### src/rtl/codec_clkgen_pkg.sv
package codec_clkgen_pkg;

    localparam int CTRL_W = 8;   // control word width
    localparam int MCNT_W = 3;   // master stage counter width (ratio up to 5)
    localparam int SCNT_W = 3;   // serial stage counter width (ratio up to 8)
    localparam int FCNT_W = 11;  // sample stage counter width (ratio up to 2048)
    localparam int CFG_W  = 7;   // bits of the control word that affect timing

    // Live divider selects; packed so that bits 6:4, 3:2 and 1:0 of the word line up.
    typedef struct packed {
        logic [2:0] mdiv;
        logic [1:0] sdiv;
        logic [1:0] rate;
    } clk_cfg_t;

    function automatic logic [MCNT_W-1:0] mdiv_ratio(input logic [2:0] code);
        logic [MCNT_W-1:0] r;
        case (code)
            3'd0, 3'd1, 3'd2, 3'd3, 3'd4: r = MCNT_W'(code) + 1'b1;
            default:                      r = MCNT_W'(1);
        endcase
        return r;
    endfunction

    function automatic logic [SCNT_W:0] ser_ratio(input logic [1:0] code);
        logic [SCNT_W:0] top;
        top = (SCNT_W+1)'(1) << SCNT_W;
        return top >> code;
    endfunction

    function automatic logic [FCNT_W:0] smp_ratio(input logic [1:0] code);
        logic [FCNT_W:0] top;
        top = (FCNT_W+1)'(1) << FCNT_W;
        return top >> code;
    endfunction

endpackage

### src/rtl/codec_clkgen_cfg.sv
module codec_clkgen_cfg
    import codec_clkgen_pkg::*;
(
    input  logic              clk,
    input  logic              rst_n,
    input  logic              wr_en,
    input  logic [CTRL_W-1:0] wr_data,
    input  logic              apply_en,
    output clk_cfg_t          cfg_o,
    output logic              restart_m_o,
    output logic              restart_p_o
);

    typedef struct packed {
        logic [CTRL_W-1:0] ctrl;
        logic [CTRL_W-1:0] pend;
        logic              vld;
    } cfg_state_t;

    cfg_state_t s_d, s_q;
    logic       do_apply;

    always_comb begin
        s_d      = s_q;
        do_apply = apply_en && s_q.vld;
        if (do_apply) begin
            s_d.ctrl = s_q.pend;
        end
        if (wr_en) begin
            s_d.pend = wr_data;
        end
        s_d.vld = do_apply ? wr_en : (s_q.vld || wr_en);
    end

    always_ff @(posedge clk or negedge rst_n) begin
        if (!rst_n) begin
            s_q <= '0;
        end else begin
            s_q <= s_d;
        end
    end

    assign cfg_o       = clk_cfg_t'(s_q.ctrl[CFG_W-1:0]);
    assign restart_m_o = do_apply && (s_q.pend[CFG_W-1:4] != s_q.ctrl[CFG_W-1:4]);
    assign restart_p_o = do_apply && (s_q.pend[CFG_W-1:0] != s_q.ctrl[CFG_W-1:0]);

    // the live word only moves after a falling serial event
    a_r8_ctrl_moves_on_fall: assert property (@(posedge clk) disable iff (!rst_n)
        !$stable(s_q.ctrl) |-> $past(apply_en));

    // an unchanged timing field never restarts the chain
    a_r10_no_restart_same: assert property (@(posedge clk) disable iff (!rst_n)
        (restart_p_o || restart_m_o) |=> !$stable(s_q.ctrl[CFG_W-1:0]));

endmodule

### src/rtl/codec_clkgen_mdiv.sv
module codec_clkgen_mdiv
    import codec_clkgen_pkg::*;
(
    input  logic       clk,
    input  logic       rst_n,
    input  logic [2:0] code,
    input  logic       restart,
    output logic       tick_o
);

    typedef struct packed {
        logic [MCNT_W-1:0] cnt;
    } mdiv_state_t;

    mdiv_state_t       s_d, s_q;
    logic [MCNT_W-1:0] ratio;

    always_comb begin
        s_d   = s_q;
        ratio = mdiv_ratio(code);
        if (restart) begin
            s_d.cnt = '0;
        end else if (s_q.cnt >= ratio - 1'b1) begin
            s_d.cnt = '0;
        end else begin
            s_d.cnt = s_q.cnt + 1'b1;
        end
    end

    always_ff @(posedge clk or negedge rst_n) begin
        if (!rst_n) begin
            s_q <= '0;
        end else begin
            s_q <= s_d;
        end
    end

    assign tick_o = (s_q.cnt == '0);

    // the phase never leaves the selected ratio
    a_r2_cnt_in_range: assert property (@(posedge clk) disable iff (!rst_n)
        s_q.cnt < mdiv_ratio(code));

    // a master restart yields a tick in the very next cycle
    a_r9_master_restart: assert property (@(posedge clk) disable iff (!rst_n)
        restart |=> tick_o);

endmodule

### src/rtl/codec_clkgen_phase.sv
module codec_clkgen_phase
    import codec_clkgen_pkg::*;
(
    input  logic       clk,
    input  logic       rst_n,
    input  logic       tick,
    input  logic [1:0] sdiv,
    input  logic [1:0] rate,
    input  logic       restart,
    output logic       rise_o,
    output logic       fall_o,
    output logic       strobe_o,
    output logic       sclk_o
);

    typedef struct packed {
        logic [SCNT_W-1:0] sc;
        logic [FCNT_W-1:0] fc;
        logic              sclk;
    } phase_state_t;

    phase_state_t      s_d, s_q;
    logic [SCNT_W:0]   d_ratio;
    logic [SCNT_W:0]   d_half;
    logic [FCNT_W:0]   m_ratio;

    always_comb begin
        d_ratio  = ser_ratio(sdiv);
        d_half   = d_ratio >> 1;
        m_ratio  = smp_ratio(rate);
        rise_o   = tick && (s_q.sc == '0);
        fall_o   = tick && ({1'b0, s_q.sc} == d_half);
        strobe_o = tick && (s_q.fc == '0);

        s_d = s_q;
        if (rise_o) begin
            s_d.sclk = 1'b1;
        end else if (fall_o) begin
            s_d.sclk = 1'b0;
        end
        if (restart) begin
            s_d.sc = '0;
            s_d.fc = '0;
        end else if (tick) begin
            s_d.sc = ({1'b0, s_q.sc} >= d_ratio - 1'b1) ? '0 : s_q.sc + 1'b1;
            s_d.fc = ({1'b0, s_q.fc} >= m_ratio - 1'b1) ? '0 : s_q.fc + 1'b1;
        end
    end

    always_ff @(posedge clk or negedge rst_n) begin
        if (!rst_n) begin
            s_q <= '0;
        end else begin
            s_q <= s_d;
        end
    end

    assign sclk_o = s_q.sclk;

    // frame strobe only on a serial rise
    a_r6_strobe_on_rise: assert property (@(posedge clk) disable iff (!rst_n)
        strobe_o |-> rise_o);

    // the serial level is high the cycle after a rise
    a_r7_high_after_rise: assert property (@(posedge clk) disable iff (!rst_n)
        rise_o |=> sclk_o);

    // serial phase stays inside the selected ratio
    a_r4_sc_in_range: assert property (@(posedge clk) disable iff (!rst_n)
        {1'b0, s_q.sc} < ser_ratio(sdiv));

    // a phase restart clears both downstream counters
    a_r9_phase_restart: assert property (@(posedge clk) disable iff (!rst_n)
        restart |=> (s_q.sc == '0 && s_q.fc == '0));

endmodule

### src/rtl/codec_clkgen.sv
module codec_clkgen
    import codec_clkgen_pkg::*;
(
    input  logic              clk,
    input  logic              rst_n,
    input  logic              wr_en,
    input  logic [CTRL_W-1:0] wr_data,
    output logic              mclk_en_o,
    output logic              sclk_o,
    output logic              sclk_rise_o,
    output logic              sclk_fall_o,
    output logic              fs_strobe_o
);

    clk_cfg_t cfg;
    logic     restart_m;
    logic     restart_p;
    logic     dm_tick;
    logic     rise;
    logic     fall;
    logic     strobe;
    logic     sclk;

    codec_clkgen_cfg i_cfg (
        .clk         (clk),
        .rst_n       (rst_n),
        .wr_en       (wr_en),
        .wr_data     (wr_data),
        .apply_en    (fall),
        .cfg_o       (cfg),
        .restart_m_o (restart_m),
        .restart_p_o (restart_p)
    );

    codec_clkgen_mdiv i_mdiv (
        .clk     (clk),
        .rst_n   (rst_n),
        .code    (cfg.mdiv),
        .restart (restart_m),
        .tick_o  (dm_tick)
    );

    codec_clkgen_phase i_phase (
        .clk      (clk),
        .rst_n    (rst_n),
        .tick     (dm_tick),
        .sdiv     (cfg.sdiv),
        .rate     (cfg.rate),
        .restart  (restart_p),
        .rise_o   (rise),
        .fall_o   (fall),
        .strobe_o (strobe),
        .sclk_o   (sclk)
    );

    assign mclk_en_o   = dm_tick;
    assign sclk_o      = sclk;
    assign sclk_rise_o = rise;
    assign sclk_fall_o = fall;
    assign fs_strobe_o = strobe;

    // the serial and frame events only occur on an internal master tick
    a_r5_events_on_tick: assert property (@(posedge clk) disable iff (!rst_n)
        (sclk_rise_o || sclk_fall_o || fs_strobe_o) |-> mclk_en_o);

endmodule

### config.mk
export PLATFORM = sky130hd
export DESIGN_NAME = codec_clkgen
export DESIGN_NICKNAME = d
export VERILOG_FILES = /design/src/rtl/codec_clkgen_pkg.sv /design/src/rtl/codec_clkgen_cfg.sv /design/src/rtl/codec_clkgen_mdiv.sv /design/src/rtl/codec_clkgen_phase.sv /design/src/rtl/codec_clkgen.sv
export SDC_FILE = /design/constraint.sdc
export NUM_CORES = 1
export LEC_CHECK = 0
export BUFFER_PORTS_ARGS = -buffer_cell sky130_fd_sc_hd__buf_2
export CELL_PAD_IN_SITES_DETAIL_PLACEMENT = 0
export CELL_PAD_IN_SITES_GLOBAL_PLACEMENT = 1
export CORE_MARGIN = 4
export CORE_UTILIZATION = 30
export DETAILED_ROUTE_END_ITERATION = 6
export HOLD_SLACK_MARGIN = 0.03
export PLACE_DENSITY = 0.66
export RECOVER_POWER = 100
export SYNTH_ARGS = -nofsm -noshare
export SYNTH_HDL_FRONTEND = slang
export SYNTH_SLANG_ARGS = --single-unit
### constraint.sdc
create_clock -name clk -period 5 [get_ports clk]
set_input_delay 1 -clock clk [delete_from_list [all_inputs] [get_ports clk]]
set_output_delay 1 -clock clk [all_outputs]
set_load 0.01 [all_outputs]
==> impl_metrics.yaml <==
routing:
  drtPass1Iterations: 4
  postRouteAntennaNets: 0
  vias: 1679
  drc: 0
  wl_per_cell_um: 13.0
  viasPerCell: 4.95
  drt_iter0_markers: 124
  drt-total-wl_mm: 4.42
yosys:
  synth_top_family_by_area: "simple AND/OR/NAND/NOR gates"
  synth.area.mux_share_pct: 3.72
  synth_warnings: 0
  synth.distinct_cells: 40
  ys.flop_type: "dfrtp_1"
  syn_inst: 227
  syn-num-nets: 259
  synth.area.top_cells: "dfrtp_1 39%, ha_1 12%, nand2_1 6.7%"
  ys_ff_latch: 33
  post_synth.cell_area_avg_um2: 9.34
  synth-compound-area-share_pct: 13.7
  syn-cell-area_um2: 2120
  yosysSeqAreaShare_pct: 39.0
  synth_edf_count: 0
  synth-adder-area-share_pct: 12.4
  yosys.area_share.simple_pct: 22.1
  synth_top_area_share_pct: 39.0
  ys_async_sr_fraction_pct: 100
  synth_xor_area_share_pct: 4.13
  synth_area_leader_cell: "dfrtp_1"
sta:
  tns_ps: 0
  rsz0062_at_grt: "false"
  whs_ps: 470
  maxSlewViolCount: 34
  final_min_period_over_clock_period_pct: 69.4
  worst_slew_pin_slew_ps: 1830
  max_freq_mhz: 288
  setup_viol: 0
  period_needed_ps: 3470
  skew_ps: 8.13
  hold_viol: 0
  maxSlewHeadroom_pct: -22.3
floorplanning:
  core_um2: 6830
  start_util_pct: 31.0
  rows: 30
  io_pins: 16
  die_w_um: 92.1
  die-area_um2: 8470
  die_h_um: 92.1
critical_path:
  cp.arrival_ps: 3640
  critical_path.max_stage_delay_ps: 810
  startpoint_type: "flop"
  crit_start: "i_mdiv.s_q[0]$_DFF_PN0_"
  rrSetupSlack_ps: 1530
  worst-r2r-cell-count: 9
  worstSetupPathType: "reg -> reg"
  cp_num_cells: 9
  worstPathCellList: "inv_1 > ha_1 > nand2b_1 > clkbuf_1 > clkinv_1 > clkbuf_1 > nand4_1 > o211ai_1 > o311ai_0"
  cp.buffers_inverters: 4
  cpMaxStageDelayCell: "clkbuf_1"
  required_ps: 5170
  reg2reg_from: "i_mdiv.s_q[0]$_DFF_PN0_"
  crit_path_end: "i_phase.s_q[10]$_DFFE_PN0P_"
  end_kind: "flop"
  path_common_cell: "clkbuf_1"
  cp_top_family: "buffers and inverters"
  r2r_end: "i_phase.s_q[10]$_DFFE_PN0P_"
  worstPathMaxFanout: 25
place:
  dp_hpwl_mm: 3.07
  portBuffers: 14
  routabilityCongestion: 0.710
clock_tree:
  path_clk_slew_ps: 70
  cts-root-buf: "clkbuf_8"
  clk_path_buf_depth: 2
  cts_resized: 0
  cts_hold_buf: 0
  h-tree-depth: 2
  cts_setup_buffers: 0
  clkLatencyLatePin_ps: 290
  numCtsBuffers: 5
  cts_tree: "done"
  clkSinkCount: 33
power_and_ir_drop:
  peakVddDrop_v: 0.000272
  combPwrFrac_pct: 49.8
  p_sw_share_pct: 43.0
  seqPwrFrac_pct: 32.7
  power.density_nw_per_um2: 633
  pwr-share-clk_pct: 17.4
  p_sw_uw: 646
  total_leakage_power_uw: 0.00105
  internal_power_uw: 855
cells_and_area:
  nets: 274
  seqCellArea_um2: 826
  final_util_pct: 34.7
  multi_input_comb_area_um2: 1170
  area_delta_synth_final_pct: 11.8
  fillers: 733
  diodes: 0
  layout-drive-gt1-share_pct: 11.9
global_route:
  antenna_found_initial: 0
  grt_overflow: 0
  grt_pass1_vias: 1630
  grt_start_max_net_pins: 34
  gr-usage-all-layers_pct: 11.6
  grt_pass1_wl_mm: 7.93
status:
  violations: "capacitance limit, slew limit"
  run_status: "finished, violations left"
worst_hold_path:
  min_path_type: "reg -> reg"
flow_run:
  drv_cap: 1
-- registers in the layout (all words and copies together) (netlist names) --
register	count
i_cfg.cfg_o	7
i_cfg.s_q	8
i_mdiv.s_q	3
i_phase.s_q	14
i_phase.sclk_o	1
-- per-layer routing --
metal,vias up,track usage [%],part of all wire [%]
met5,-,0,0
met4,0,5.45,2.2
met3,10,2.46,3.6
met2,30,17.3,44
met1,810,15.8,50
li1,829,-,-
-- how the worst min path moves through the flow --
stage / slack [ps] / end / cells past startpoint / startpoint
2_1_floorplan: 430 / i_mdiv.s_q[0]$_DFF_PN0_ / 1 / i_mdiv.s_q[0]$_DFF_PN0_
3_3_place_gp: 450 / i_mdiv.s_q[0]$_DFF_PN0_ / 1 / i_mdiv.s_q[0]$_DFF_PN0_
6_report: 470 / i_mdiv.s_q[0]$_DFF_PN0_ / 1 / i_mdiv.s_q[0]$_DFF_PN0_
5_1_grt: 500 / i_mdiv.s_q[0]$_DFF_PN0_ / 1 / i_mdiv.s_q[0]$_DFF_PN0_
4_1_cts: 470 / i_mdiv.s_q[0]$_DFF_PN0_ / 1 / i_mdiv.s_q[0]$_DFF_PN0_
3_5_place_dp: 460 / i_mdiv.s_q[0]$_DFF_PN0_ / 1 / i_mdiv.s_q[0]$_DFF_PN0_
-- cell families after synthesis --
kind of cell             Yosys count
adder cells (fa/ha/maj)           21
AO/OA/AOI/OAI                     40
flip-flops                        33
XOR/XNOR                          10
AND/OR/NAND/NOR                   91
buffers and inverters             25
multiplexers                       7
-- through the flow --
stage                     std cells  worst slack, ps  area (µm²)  total power [µW]
after floorplan                 227             2680        2120              1100
after global placement          331             2520        2290              1270
after detailed placement        331             2510        2290              1290
after CTS                       339             2230        2400              1570
after global routing            339             1160        2370              1670
final                           339             1530        2370              1500
-- power by group through the flow --
stage | Sequential [µW] | Combinational [µW] | Clock (µW)
after floorplan | 457 | 643 | 0
after global placement | 495 | 779 | 0
after detailed placement | 496 | 790 | 0
after CTS | 493 | 798 | 274
after global routing | 511 | 875 | 285
final | 491 | 748 | 262
-- Yosys cell counts, drive strengths merged, types with 4 or more instances --
cell	instances
nand3	8
xnor2	10
o2111ai	5
ha	21
o211ai	13
clkbuf	4
inv	15
a21o	6
mux2	7
buf	5
nor2	11
o21ai	9
nand4	4
nor3	7
dfrtp	33
nand2	38
-- placed cells by master, fill, tap and decap left out, types with 2 or more instances in the layout --
cell type and instances:
nor4_1 2, or2_2 3, nor2b_1 3, ha_1 21
nand3_1 8, o311ai_0 3, clkbuf_8 6, o211ai_1 13
and4_1 2, mux2_2 7, buf_2 8, xnor2_1 10
clkbuf_1 9, nand2b_1 3, nor3_1 7, nor3b_1 2
o2111ai_1 5, and2_1 2, o21ai_0 8, dfrtp_1 33
inv_1 15, nand4_1 4, a21o_1 6, nor2_1 10
nand2_1 38
-- area by class of cell --
cell class	instances	area share (%)
Inverter	16	2.53
Clock inverter	1	1.27
Multi-Input combinational cell	169	49.4
Sequential cell	33	34.8
Clock buffer	7	3.64
Timing Repair Buffer	17	3.27
Tap cell	96	5.07
-- worst reg2reg max path: cells and delay by family (launching register included) --
family	cells	cell delay (ps)
AO/OA/AOI/OAI	2	670
flip-flops	1	370
adder cells (fa/ha/maj)	1	200
buffers and inverters	4	1350
AND/OR/NAND/NOR	2	760
No activity file was read; power rests on OpenSTA's default activity.
